<file path="src/rtl/mac_pkg.sv">
package mac_pkg;

  typedef enum logic [1:0] {
    ACC_LOAD     = 2'b00,
    ACC_ADD      = 2'b01,
    ACC_SUB      = 2'b10,
    ACC_LOAD_ALT = 2'b11
  } acc_op_e;

  // True when v lies outside the w-bit range of the given signedness
  function automatic logic out_of_range(input logic signed [63:0] v,
                                        input int unsigned w,
                                        input logic sgn);
    logic signed [63:0] hi;
    logic signed [63:0] lo;
    hi = sgn ? (64'sd1 <<< (w - 1)) - 64'sd1 : (64'sd1 <<< w) - 64'sd1;
    lo = sgn ? -(64'sd1 <<< (w - 1)) : 64'sd0;
    return (v > hi) || (v < lo);
  endfunction

  // Clamp v into the w-bit range of the given signedness
  function automatic logic signed [63:0] clamp_val(input logic signed [63:0] v,
                                                   input int unsigned w,
                                                   input logic sgn);
    logic signed [63:0] hi;
    logic signed [63:0] lo;
    hi = sgn ? (64'sd1 <<< (w - 1)) - 64'sd1 : (64'sd1 <<< w) - 64'sd1;
    lo = sgn ? -(64'sd1 <<< (w - 1)) : 64'sd0;
    if (v > hi)      return hi;
    else if (v < lo) return lo;
    else             return v;
  endfunction

endpackage

</file>
<file path="src/rtl/mac_mult.sv">
module mac_mult #(
  parameter int OP_W = 16
) (
  input  logic [OP_W-1:0]            a,
  input  logic [OP_W-1:0]            b,
  input  logic                       a_sgn,
  input  logic                       b_sgn,
  input  logic                       dbl,
  output logic signed [2*OP_W+1:0]   prod,
  output logic                       sat
);
  localparam int PW = 2*OP_W + 2;

  logic signed [OP_W:0] ax;
  logic signed [OP_W:0] bx;
  logic signed [PW-1:0] raw;

  always_comb begin
    ax  = $signed({a_sgn & a[OP_W-1], a});
    bx  = $signed({b_sgn & b[OP_W-1], b});
    raw = PW'(ax) * PW'(bx);
    sat = 1'b0;
    if (dbl) begin
      // only (-1.0)*(-1.0) reaches 2^(2*OP_W-2); doubled it exceeds the word
      if (raw == (PW'(1) <<< (2*OP_W - 2))) begin
        prod = (PW'(1) <<< (2*OP_W - 1)) - PW'(1);
        sat  = 1'b1;
      end else begin
        prod = raw <<< 1;
      end
    end else begin
      prod = raw;
    end
  end
endmodule

</file>
<file path="src/rtl/mac_accum.sv">
module mac_accum
  import mac_pkg::*;
#(
  parameter int OP_W  = 16,
  parameter int ACC_W = 40
) (
  input  logic [ACC_W-1:0]          acc_q,
  input  logic signed [2*OP_W+1:0]  prod,
  input  logic [1:0]                op,
  input  logic                      sgn,
  input  logic                      clamp_rw,
  output logic [ACC_W-1:0]          acc_d,
  output logic                      ovf
);
  localparam int RW = 2*OP_W;

  logic signed [63:0] acc_x;
  logic signed [63:0] prod_x;
  logic signed [63:0] sum;
  logic signed [63:0] clamped;

  always_comb begin
    acc_x  = sgn ? 64'($signed(acc_q)) : $signed(64'(acc_q));
    prod_x = 64'(prod);
    unique case (acc_op_e'(op))
      ACC_ADD: sum = acc_x + prod_x;
      ACC_SUB: sum = acc_x - prod_x;
      default: sum = prod_x;
    endcase
    if (clamp_rw) begin
      clamped = clamp_val(sum, RW, sgn);
      acc_d   = clamped[ACC_W-1:0];
      ovf     = out_of_range(sum, RW, sgn);
    end else begin
      clamped = sum;
      acc_d   = sum[ACC_W-1:0];
      ovf     = out_of_range(sum, ACC_W, sgn);
    end
  end
endmodule

</file>
<file path="src/rtl/mac_extract.sv">
module mac_extract
  import mac_pkg::*;
#(
  parameter int OP_W  = 16,
  parameter int ACC_W = 40
) (
  input  logic [ACC_W-1:0]   acc,
  input  logic               sgn,
  input  logic               frac,
  input  logic               trunc,
  input  logic               word,
  output logic [2*OP_W-1:0]  res,
  output logic               sat
);
  localparam int RW = 2*OP_W;

  logic signed [63:0] v;
  logic signed [63:0] t;
  logic signed [63:0] q;
  logic signed [63:0] c;

  always_comb begin
    v = sgn ? 64'($signed(acc)) : $signed(64'(acc));
    t = (frac && !trunc) ? v + (64'sd1 <<< (OP_W - 1)) : v;
    q = frac ? (t >>> OP_W) : t;
    if (word) begin
      c   = clamp_val(v, RW, sgn);
      sat = out_of_range(v, RW, sgn);
      res = c[RW-1:0];
    end else begin
      c   = clamp_val(q, OP_W, sgn);
      sat = out_of_range(q, OP_W, sgn);
      res = sgn ? RW'($signed(c[OP_W-1:0])) : RW'(c[OP_W-1:0]);
    end
  end
endmodule

</file>
<file path="src/rtl/mac_unit.sv">
module mac_unit #(
  parameter int OP_W  = 16,
  parameter int ACC_W = 40
) (
  input  logic                clk,
  input  logic                rst_n,
  input  logic                en,
  input  logic [OP_W-1:0]     op_a,
  input  logic [OP_W-1:0]     op_b,
  input  logic                ops_unsigned,
  input  logic                ops_mixed,
  input  logic                frac_mode,
  input  logic                trunc_half,
  input  logic                acc_clamp32,
  input  logic                word_sel,
  input  logic [1:0]          acc_op,
  output logic [ACC_W-1:0]    acc_o,
  output logic [2*OP_W-1:0]   res_o,
  output logic                ovf_o
);
  localparam int RW = 2*OP_W;

  logic                      both_sgn;
  logic                      any_sgn;
  logic signed [RW+1:0]      prod;
  logic                      prod_sat;
  logic [ACC_W-1:0]          acc_d;
  logic                      acc_ovf;
  logic [RW-1:0]             res_d;
  logic                      res_sat;
  logic                      ovf_d;

  logic [ACC_W-1:0]          acc_q;
  logic [RW-1:0]             res_q;
  logic                      ovf_q;

  assign both_sgn = !ops_unsigned && !ops_mixed;
  assign any_sgn  = !(ops_unsigned && !ops_mixed);

  mac_mult #(.OP_W(OP_W)) u_mult (
    .a     (op_a),
    .b     (op_b),
    .a_sgn (any_sgn),
    .b_sgn (both_sgn),
    .dbl   (frac_mode && both_sgn),
    .prod  (prod),
    .sat   (prod_sat)
  );

  mac_accum #(.OP_W(OP_W), .ACC_W(ACC_W)) u_accum (
    .acc_q    (acc_q),
    .prod     (prod),
    .op       (acc_op),
    .sgn      (any_sgn),
    .clamp_rw (acc_clamp32),
    .acc_d    (acc_d),
    .ovf      (acc_ovf)
  );

  mac_extract #(.OP_W(OP_W), .ACC_W(ACC_W)) u_extract (
    .acc   (acc_d),
    .sgn   (any_sgn),
    .frac  (frac_mode),
    .trunc (trunc_half),
    .word  (word_sel),
    .res   (res_d),
    .sat   (res_sat)
  );

  always_comb begin
    ovf_d = prod_sat | acc_ovf | res_sat;
  end

  always_ff @(posedge clk or negedge rst_n) begin
    if (!rst_n) begin
      acc_q <= '0;
      res_q <= '0;
      ovf_q <= 1'b0;
    end else if (en) begin
      acc_q <= acc_d;
      res_q <= res_d;
      ovf_q <= ovf_d;
    end
  end

  assign acc_o = acc_q;
  assign res_o = res_q;
  assign ovf_o = ovf_q;
endmodule

</file>
<file path="config.mk">
export PLATFORM = sky130hd
export DESIGN_NAME = mac_unit
export DESIGN_NICKNAME = d
export VERILOG_FILES = /design/src/rtl/mac_pkg.sv /design/src/rtl/mac_mult.sv /design/src/rtl/mac_accum.sv /design/src/rtl/mac_extract.sv /design/src/rtl/mac_unit.sv
export SDC_FILE = /design/constraint.sdc
export NUM_CORES = 1
export LEC_CHECK = 0
export ABC_AREA = 1
export BUFFER_PORTS_ARGS = -buffer_cell sky130_fd_sc_hd__clkbuf_2
export CAP_MARGIN = 30
export CORE_ASPECT_RATIO = 1.5
export CORE_UTILIZATION = 60
export CTS_CLUSTER_SIZE = 25
export DETAILED_ROUTE_END_ITERATION = 8
export GPL_ROUTABILITY_DRIVEN = 0
export PLACE_DENSITY = 0.83
export RECOVER_POWER = 100
export SKIP_LAST_GASP = 1
export SYNTH_ARGS = -nofsm -noshare
export SYNTH_HDL_FRONTEND = slang
export SYNTH_SLANG_ARGS = --single-unit
</file>
<file path="constraint.sdc">
create_clock -name clk -period 18.95 [get_ports clk]
set_clock_uncertainty 0.05 [all_clocks]
set_input_delay 3.79 -clock clk [delete_from_list [all_inputs] [get_ports clk]]
set_output_delay 3.79 -clock clk [all_outputs]
set_load 0.005 [all_outputs]
</file>
==> impl_metrics.json, run 1 <==
{
  "ys_seq_elements": 73,
  "fp.dieW_um": 176,
  "grt_usage_pct": 59.3,
  "synthFlopType": "dfrtp_1",
  "syn_inst": 4299,
  "chipHeight_um": 263,
  "synthMuxAreaShare_pct": 0.0368,
  "synth_edf_count": 0,
  "clock-sinks": 73,
  "dpl_cell_area_sq_mm": 0.0341,
  "dp_hpwl_um": 86600,
  "grt_max_degree": 104,
  "ioPinCount": 116,
  "async_reset_ff_share_pct": 100,
  "syn_nets": 4888,
  "ys_types": 63,
  "yosys-top-cells-area": "fa_1 (22%), nand2_1 (16%), inv_1 (14%)",
  "synth_top_family_by_area": "adder cells",
  "numCtsBuffers": 9,
  "ys_seq_area_share_pct": 6.71,
  "place.port_buffers": 115,
  "htreeDepth": 3,
  "overflow": 117,
  "error": "[ERROR GRT-0116] Global routing finished with congestion. Check the congestion regions in the DRC Viewer.",
  "synthSimpleGateAreaFrac_pct": 28.6,
  "synth_xor_area_share_pct": 2.76,
  "synth-adder-area-share_pct": 33.3,
  "yosysWarnings": 0,
  "status": "did not finish",
  "synth.largest_area_cell": "fa_1",
  "grt_pass1_vias": 37041,
  "grt_first_pass_wirelength_um": 207000,
  "synth_top_area_share_pct": 21.9,
  "root_buffer": "clkbuf_16",
  "syn-cell-area_sq_mm": 0.0272,
  "num_rows": 95,
  "hold_buffers": 0,
  "haltStage": "global routing (5_1_grt)",
  "syn_area_per_cell_sq_um": 6.33,
  "synth_compound_area_share_pct": 12.3,
  "clockBufferDepth": 2,
  "initial_core_util_pct": 60.7
}
==> cells by family after synthesis <==
logic type	after synthesis
flip-flops	73
multiplexers	1
buffers and inverters	1152
XOR/XNOR	84
adder cells (fa/ha/maj)	546
AO/OA/AOI/OAI	591
AND/OR/NAND/NOR	1852
==> through the flow <==
step           hold slack, ps  TNS [ps]  instances  worst slack [ps]  utilization, %
3_3_place_gp              420    -19550       5639              -630            76.1
2_1_floorplan             422         0       4299              28.1               -
4_1_cts                   445      -357       5698             -41.5            78.4
3_5_place_dp              423    -34210       5639             -1100            76.1
==> repair_timing <==
action	in CTS
endpoints found under the hold margin	0
pin swaps	46
setup buffers	41
cloned	2
setup endpoints to repair	33
gates resized for setup	116
==> synthesized netlist by cell type, types with 9 or more instances <==
cell type,n
a31oi_1,26
nor2_2,21
o211ai_1,16
a21boi_0,16
nor2_1,319
inv_2,12
clkbuf_1,114
nand4_1,55
ha_1,249
nand2_1,1148
a21o_1,9
nand3_1,169
o21bai_1,10
fa_1,297
nor4_1,10
xor2_1,47
nand2_2,25
dfrtp_1,73
xnor2_1,35
buf_2,17
o21ai_0,171
o21ai_1,28
inv_1,987
o21a_1,14
or2_2,28
nand3_2,9
a21oi_1,251
nor3_1,41
==> layer usage <==
layer  GRT overflow  track usage [%]
met2             65             81.6
met3              0             38.5
met4             52             62.0
met1              0             56.6
met5              0             10.0
==> run 2, diff against run 1 <==
Settings changed: CORE_ASPECT_RATIO 1.5 to unset, CORE_UTILIZATION 60 to 40, CTS_CLUSTER_SIZE 25 to unset, PLACE_DENSITY 0.83 to unset, PLACE_DENSITY_LB_ADDON set to 0.15.
==> impl_metrics.json, run 2 <==
{
  "n_antenna_cell": 0,
  "fin_cells": 6112,
  "slowest_delay_ps": 570,
  "syn_area_per_cell_sq_um": 6.33,
  "root_buffer": "clkbuf_16",
  "min_period_ps": 19150,
  "overflow": 0,
  "hold_buffers": 0,
  "syn-cell-area_sq_mm": 0.0272,
  "slew_headroom_pct": -131,
  "areaGrowthSynthToFinish_pct": 39.7,
  "tns_ps": -2020,
  "finalCritPeriodShare_pct": 101,
  "worstPathArrival_ps": 19390,
  "synth_top_area_share_pct": 21.9,
  "layout_common_cells": "nand2_1 (1063), inv_1 (951), buf_4 (920), fa_1 (284), nor2_1 (255)",
  "syn_inst": 4299,
  "crit_path_start": "ops_unsigned",
  "async_reset_ff_share_pct": 100,
  "vias_per_cell": 4.97,
  "antenna_found_initial": 0,
  "grt_pass1_vias": 30191,
  "clockBufferDepth": 2,
  "place.port_buffers": 115,
  "yosys-top-cells-area": "fa_1 (22%), nand2_1 (16%), inv_1 (14%)",
  "rsz0062_at_grt": "true",
  "start_kind": "primary input",
  "hold_class": "reg -> reg",
  "drc": 0,
  "num_rows": 95,
  "fmaxAchievable_ghz": 0.0522,
  "placed_cells": 5983,
  "synth_edf_count": 0,
  "clkTransAtPathRegs_ps": 70,
  "synthFlopType": "dfrtp_1",
  "yosysWarnings": 0,
  "slew_violations": 62,
  "ys_types": 63,
  "worstSetupPathType": "in -> reg",
  "fin_nets": 5824,
  "finalHoldViolCount": 0,
  "wl_um": 99000,
  "vias": 30392,
  "ys_top_cells_by_count": "nand2_1 (1148), inv_1 (987), nor2_1 (319)",
  "numCtsBuffers": 9,
  "clock-sinks": 73,
  "r2r_start": "acc_o[39]",
  "pre_cts_ws_ps": -1350,
  "ioPinCount": 116,
  "grt_first_pass_wirelength_um": 159000,
  "dr.pass1.iters": 6,
  "drive_gt1_share_pct": 29.8,
  "ys_seq_elements": 73,
  "setup_viol": 33,
  "endpoint_kind": "flip-flop",
  "clock_latency_ps": 350,
  "slowest_stage": "fa_1",
  "dp_hpwl_um": 81500,
  "ant_nets": 0,
  "grt_usage_pct": 28.7,
  "crit_fanout": 16,
  "fp.dieW_um": 263,
  "chipHeight_um": 263,
  "required_ps": 19190,
  "violations": "max-capacitance violations, max-slew violations, negative setup slack",
  "status": "complete, but fails checks",
  "largest_register_ffs": 40,
  "ys_seq_area_share_pct": 6.71,
  "grt_max_degree": 85,
  "cts_tree": "built",
  "final_util_pct": 56.5,
  "drt_iter0_drc": 2345,
  "crit_top_cell": "buf_4",
  "tightestPinTransition_ps": 3460,
  "initial_core_util_pct": 40.4,
  "core_sq_mm": 0.0673,
  "htreeDepth": 3,
  "maxCapViolCount": 1,
  "synth.most_common_cell": "nand2_1",
  "synth.largest_area_cell": "fa_1",
  "hp-start": "res_o[11]",
  "fin_ws_ps": -199,
  "routedWlPerCell_um": 16.2,
  "final_common_cell": "nand2_1",
  "die_area_sq_mm": 0.0691,
  "syn_nets": 4888
}
## run 2: cell counts after synthesis
Identical to the previous run, type by type.
## run 2: cell type report
class                           count  area (sq um)
Fill cell                        6703         29300
Multi-Input combinational cell   3076         23000
Timing Repair Buffer             1071          8050
Inverter                         1004          3790
Sequential cell                    73          1830
Tap cell                          873          1090
Clock buffer                        9           225
Clock inverter                      6          67.6
## run 2: stage by stage
stage,hold WS (ps),area (sq um)
after floorplan,422,27400
after global placement,430,34900
after detailed placement,432,34900
after CTS,450,36600
after global routing,483,38000
final,452,38000
## run 2: logic make-up (layout without fill, tap and decap cells)
family                   Yosys count  in the layout  share of synthesized area (%)
flip-flops                        73             73                           6.71
buffers and inverters           1152           2090                           16.3
adder cells (fa/ha/maj)          546            546                           33.3
multiplexers                       1              1                         0.0368
AND/OR/NAND/NOR                 1852           1854                           28.6
AO/OA/AOI/OAI                    591            591                           12.3
XOR/XNOR                          84             84                           2.76
## run 2: metal layers
| layer | GRT usage (%) | wire (um) | vias up |
|---|---|---|---|
| li1 | - | - | 15025 |
| met1 | 42.6 | 47100 | 14191 |
| met2 | 44.1 | 42200 | 1000 |
| met3 | 2.88 | 6740 | 176 |
| met4 | 7.57 | 2950 | 0 |
| met5 | 0 | 0 | - |
## run 2: what timing repair did
action | 4_1_cts | 5_1_grt
pin swaps | 124 | 151
gates resized for setup | 196 | 331
setup buffers | 80 | 29
endpoints found under the setup margin | 33 | 33
gates cloned | 4 | 0
## run 2: final timing paths
check	to	slack, ps	cells past startpoint
max in group asynchronous	acc_o[29]	11580	2
min in group asynchronous	acc_o[39]	3490	1
max reg2reg	res_o[13]	9420	70
max	res_o[13]	-200	112
min	res_o[11]	450	2
min reg2reg	res_o[11]	450	2
## run 2: worst max-delay path: cells and delay by family
family | cells | cell delay (ps)
simple gates | 49 | 5040
fa+ha+maj | 9 | 3940
buf+inv | 42 | 4690
xor+xnor | 1 | 60
compound gates | 11 | 1810
Power of run 2 is not shown: default switching activity piles up to over one toggle a cycle in this logic, so the estimate is an artifact.
==> run 3, diff against run 2 <==
Settings changed: ABC_AREA 1 to unset, ABC_CLOCK_PERIOD_IN_PS set to 18950, CELL_PAD_IN_SITES_DETAIL_PLACEMENT set to 0, CELL_PAD_IN_SITES_GLOBAL_PLACEMENT set to 1.
==> impl_metrics.json, run 3 <==
{
  "yosys-top-cells-area": "fa_1 (22%), ha_1 (12%), dfrtp_1 (6.8%)",
  "numCtsBuffers": 9,
  "ys_seq_elements": 73,
  "die_area_sq_mm": 0.0685,
  "cts_tree": "built",
  "grt_pass1_vias": 30865,
  "hp-start": "ovf_o",
  "clock_latency_ps": 360,
  "min_period_ps": 20780,
  "worstSetupPathType": "in -> reg",
  "tightestPinTransition_ps": 2800,
  "core_sq_mm": 0.0662,
  "fin_ws_ps": -1830,
  "grt_max_degree": 80,
  "routedWlPerCell_um": 20.7,
  "finalHoldViolCount": 0,
  "vias_per_cell": 5.72,
  "dr.pass1.iters": 6,
  "final_common_cell": "buf_4",
  "slowest_stage": "fa_2",
  "fin_nets": 5002,
  "crit_path_start": "ops_mixed",
  "cp_top_family": "simple AND/OR/NAND/NOR gates",
  "htreeDepth": 3,
  "vias": 30234,
  "finalCritPeriodShare_pct": 110,
  "overflow": 0,
  "clkTransAtPathRegs_ps": 70,
  "ioPinCount": 116,
  "crit_fanout": 8,
  "syn_area_per_cell_sq_um": 7.69,
  "ys_top_cells_by_count": "inv_1 (370), nor2_1 (347), fa_1 (297)",
  "drt_iter0_drc": 2941,
  "place.port_buffers": 115,
  "wl_um": 109000,
  "violations": "max-capacitance violations, max-slew violations, negative setup slack",
  "endpoint_kind": "flip-flop",
  "ys_types": 117,
  "hold_slack_ps": 454,
  "syn_nets": 4101,
  "tns_ps": -57580,
  "largest_register_ffs": 40,
  "synth.most_common_cell": "inv_1",
  "drc": 0,
  "clock-sinks": 73,
  "status": "complete, but fails checks",
  "initial_core_util_pct": 40.8,
  "synth_edf_count": 0,
  "root_buffer": "clkbuf_16",
  "areaGrowthSynthToFinish_pct": 37.0,
  "layout_common_cells": "buf_4 (936), inv_1 (357), nor2_1 (330), fa_1 (283), nand2_1 (256)",
  "syn-cell-area_sq_mm": 0.0270,
  "chipHeight_um": 262,
  "dp_hpwl_um": 90000,
  "ant_nets": 0,
  "grt_first_pass_wirelength_um": 173000,
  "synth.largest_area_cell": "fa_1",
  "worstPathArrival_ps": 21000,
  "async_reset_ff_share_pct": 100,
  "slowest_delay_ps": 670,
  "ys_seq_area_share_pct": 6.77,
  "n_antenna_cell": 0,
  "slew_headroom_pct": -86.6,
  "fmaxAchievable_ghz": 0.0481,
  "start_kind": "primary input",
  "grt_usage_pct": 32.1,
  "setup_viol": 33,
  "antenna_found_initial": 0,
  "num_rows": 94,
  "slew_violations": 51,
  "syn_inst": 3512,
  "synth_top_area_share_pct": 22.0,
  "crit_top_cell": "a21oi_2",
  "clockBufferDepth": 2,
  "rsz0062_at_grt": "true",
  "critPathBufInv": 13,
  "fp.dieW_um": 262,
  "maxCapViolCount": 1,
  "synthFlopType": "dfrtp_1",
  "required_ps": 19180,
  "yosysWarnings": 0,
  "drive_gt1_share_pct": 30.8,
  "r2r_start": "acc_o[0]",
  "hold_buffers": 0,
  "hold_class": "reg -> reg"
}
## run 3: cell types whose count changed after synthesis, sizes merged, moves of 27 or more
cell	delta
xnor2	+41
a21o	+47
a211oi	+27
a31oi	+34
clkbuf	+42
a21oi	+44
and2	+236
nand3	-133
and3	+27
nand2b	+28
nand2	-902
inv	-627
nor3	+28
## run 3: worst register-to-register path, delay by kind of cell, from the launching register on
kind	cells	cell delay, ps
xor gates and xnor gates	1	140
and+or+nand+nor	15	2260
AOI/OAI and AO/OA	29	5000
DFF	1	400
muxes	1	140
buffers and inverters	6	700
adders and majority gates	5	1130
## run 3: final cells by class
| cell class | instances | area [sq um] |
|---|---|---|
| multi-input cells | 2878 | 24400 |
| repair buffers | 1077 | 7940 |
| well taps | 864 | 1080 |
| clock inverters | 6 | 43.8 |
| clock buffers | 10 | 229 |
| fillers | 6212 | 29200 |
| flip-flops and latches | 73 | 1830 |
| inverters | 374 | 1420 |
## run 3: repair_timing
| item | CTS | global route |
|---|---|---|
| pin swaps | 124 | 85 |
| gates resized for setup | 148 | 91 |
| gates cloned | 1 | 0 |
| buffers inserted | 61 | 28 |
| setup endpoints to repair | 33 | 33 |
## run 3: metal layers
layer | GRT usage, % | routed length, um | vias to the layer above | share of wire, %
li1 | - | - | 13923 | -
met1 | 46.3 | 49900 | 14801 | 46
met2 | 48.9 | 46800 | 1298 | 43
met3 | 6.18 | 9430 | 212 | 8.6
met4 | 7.85 | 3180 | 0 | 2.9
met5 | 0 | 0 | - | 0
## run 3: kinds of logic (layout without fill, tap and decap cells)
logic type	count (synthesis)	in the layout	synth area share, %
AO/OA/AOI/OAI	918	918	22.4
XOR/XNOR	126	126	4.14
adder cells (fa/ha/maj)	546	546	33.6
buffers and inverters	562	1467	8.12
flip-flops	73	73	6.77
multiplexers	41	41	1.65
AND/OR/NAND/NOR	1246	1247	23.4
## run 3: worst paths after layout
| kind | end | slack, ps | cells after the start |
|---|---|---|---|
| min reg2reg | ovf_o | 450 | 2 |
| max | res_o[24] | -1830 | 95 |
| min | ovf_o | 450 | 2 |
| min in group asynchronous | acc_o[25] | 3710 | 1 |
| max reg2reg | res_o[24] | 9040 | 57 |
| max in group asynchronous | acc_o[15] | 11840 | 2 |
## run 3: metrics by stage
stage	setup slack, ps	cells	utilization (%)	cell area (sq um)
floorplan	-1520	3512	-	27600
global placement	-2450	5174	52.8	35000
detailed placement	-2850	5175	52.8	35000
CTS	-1330	5253	55.0	36400
global route	-2530	5282	55.8	37000
finish	-1830	5282	55.8	37000
Power of run 3 is left out for the same reason.
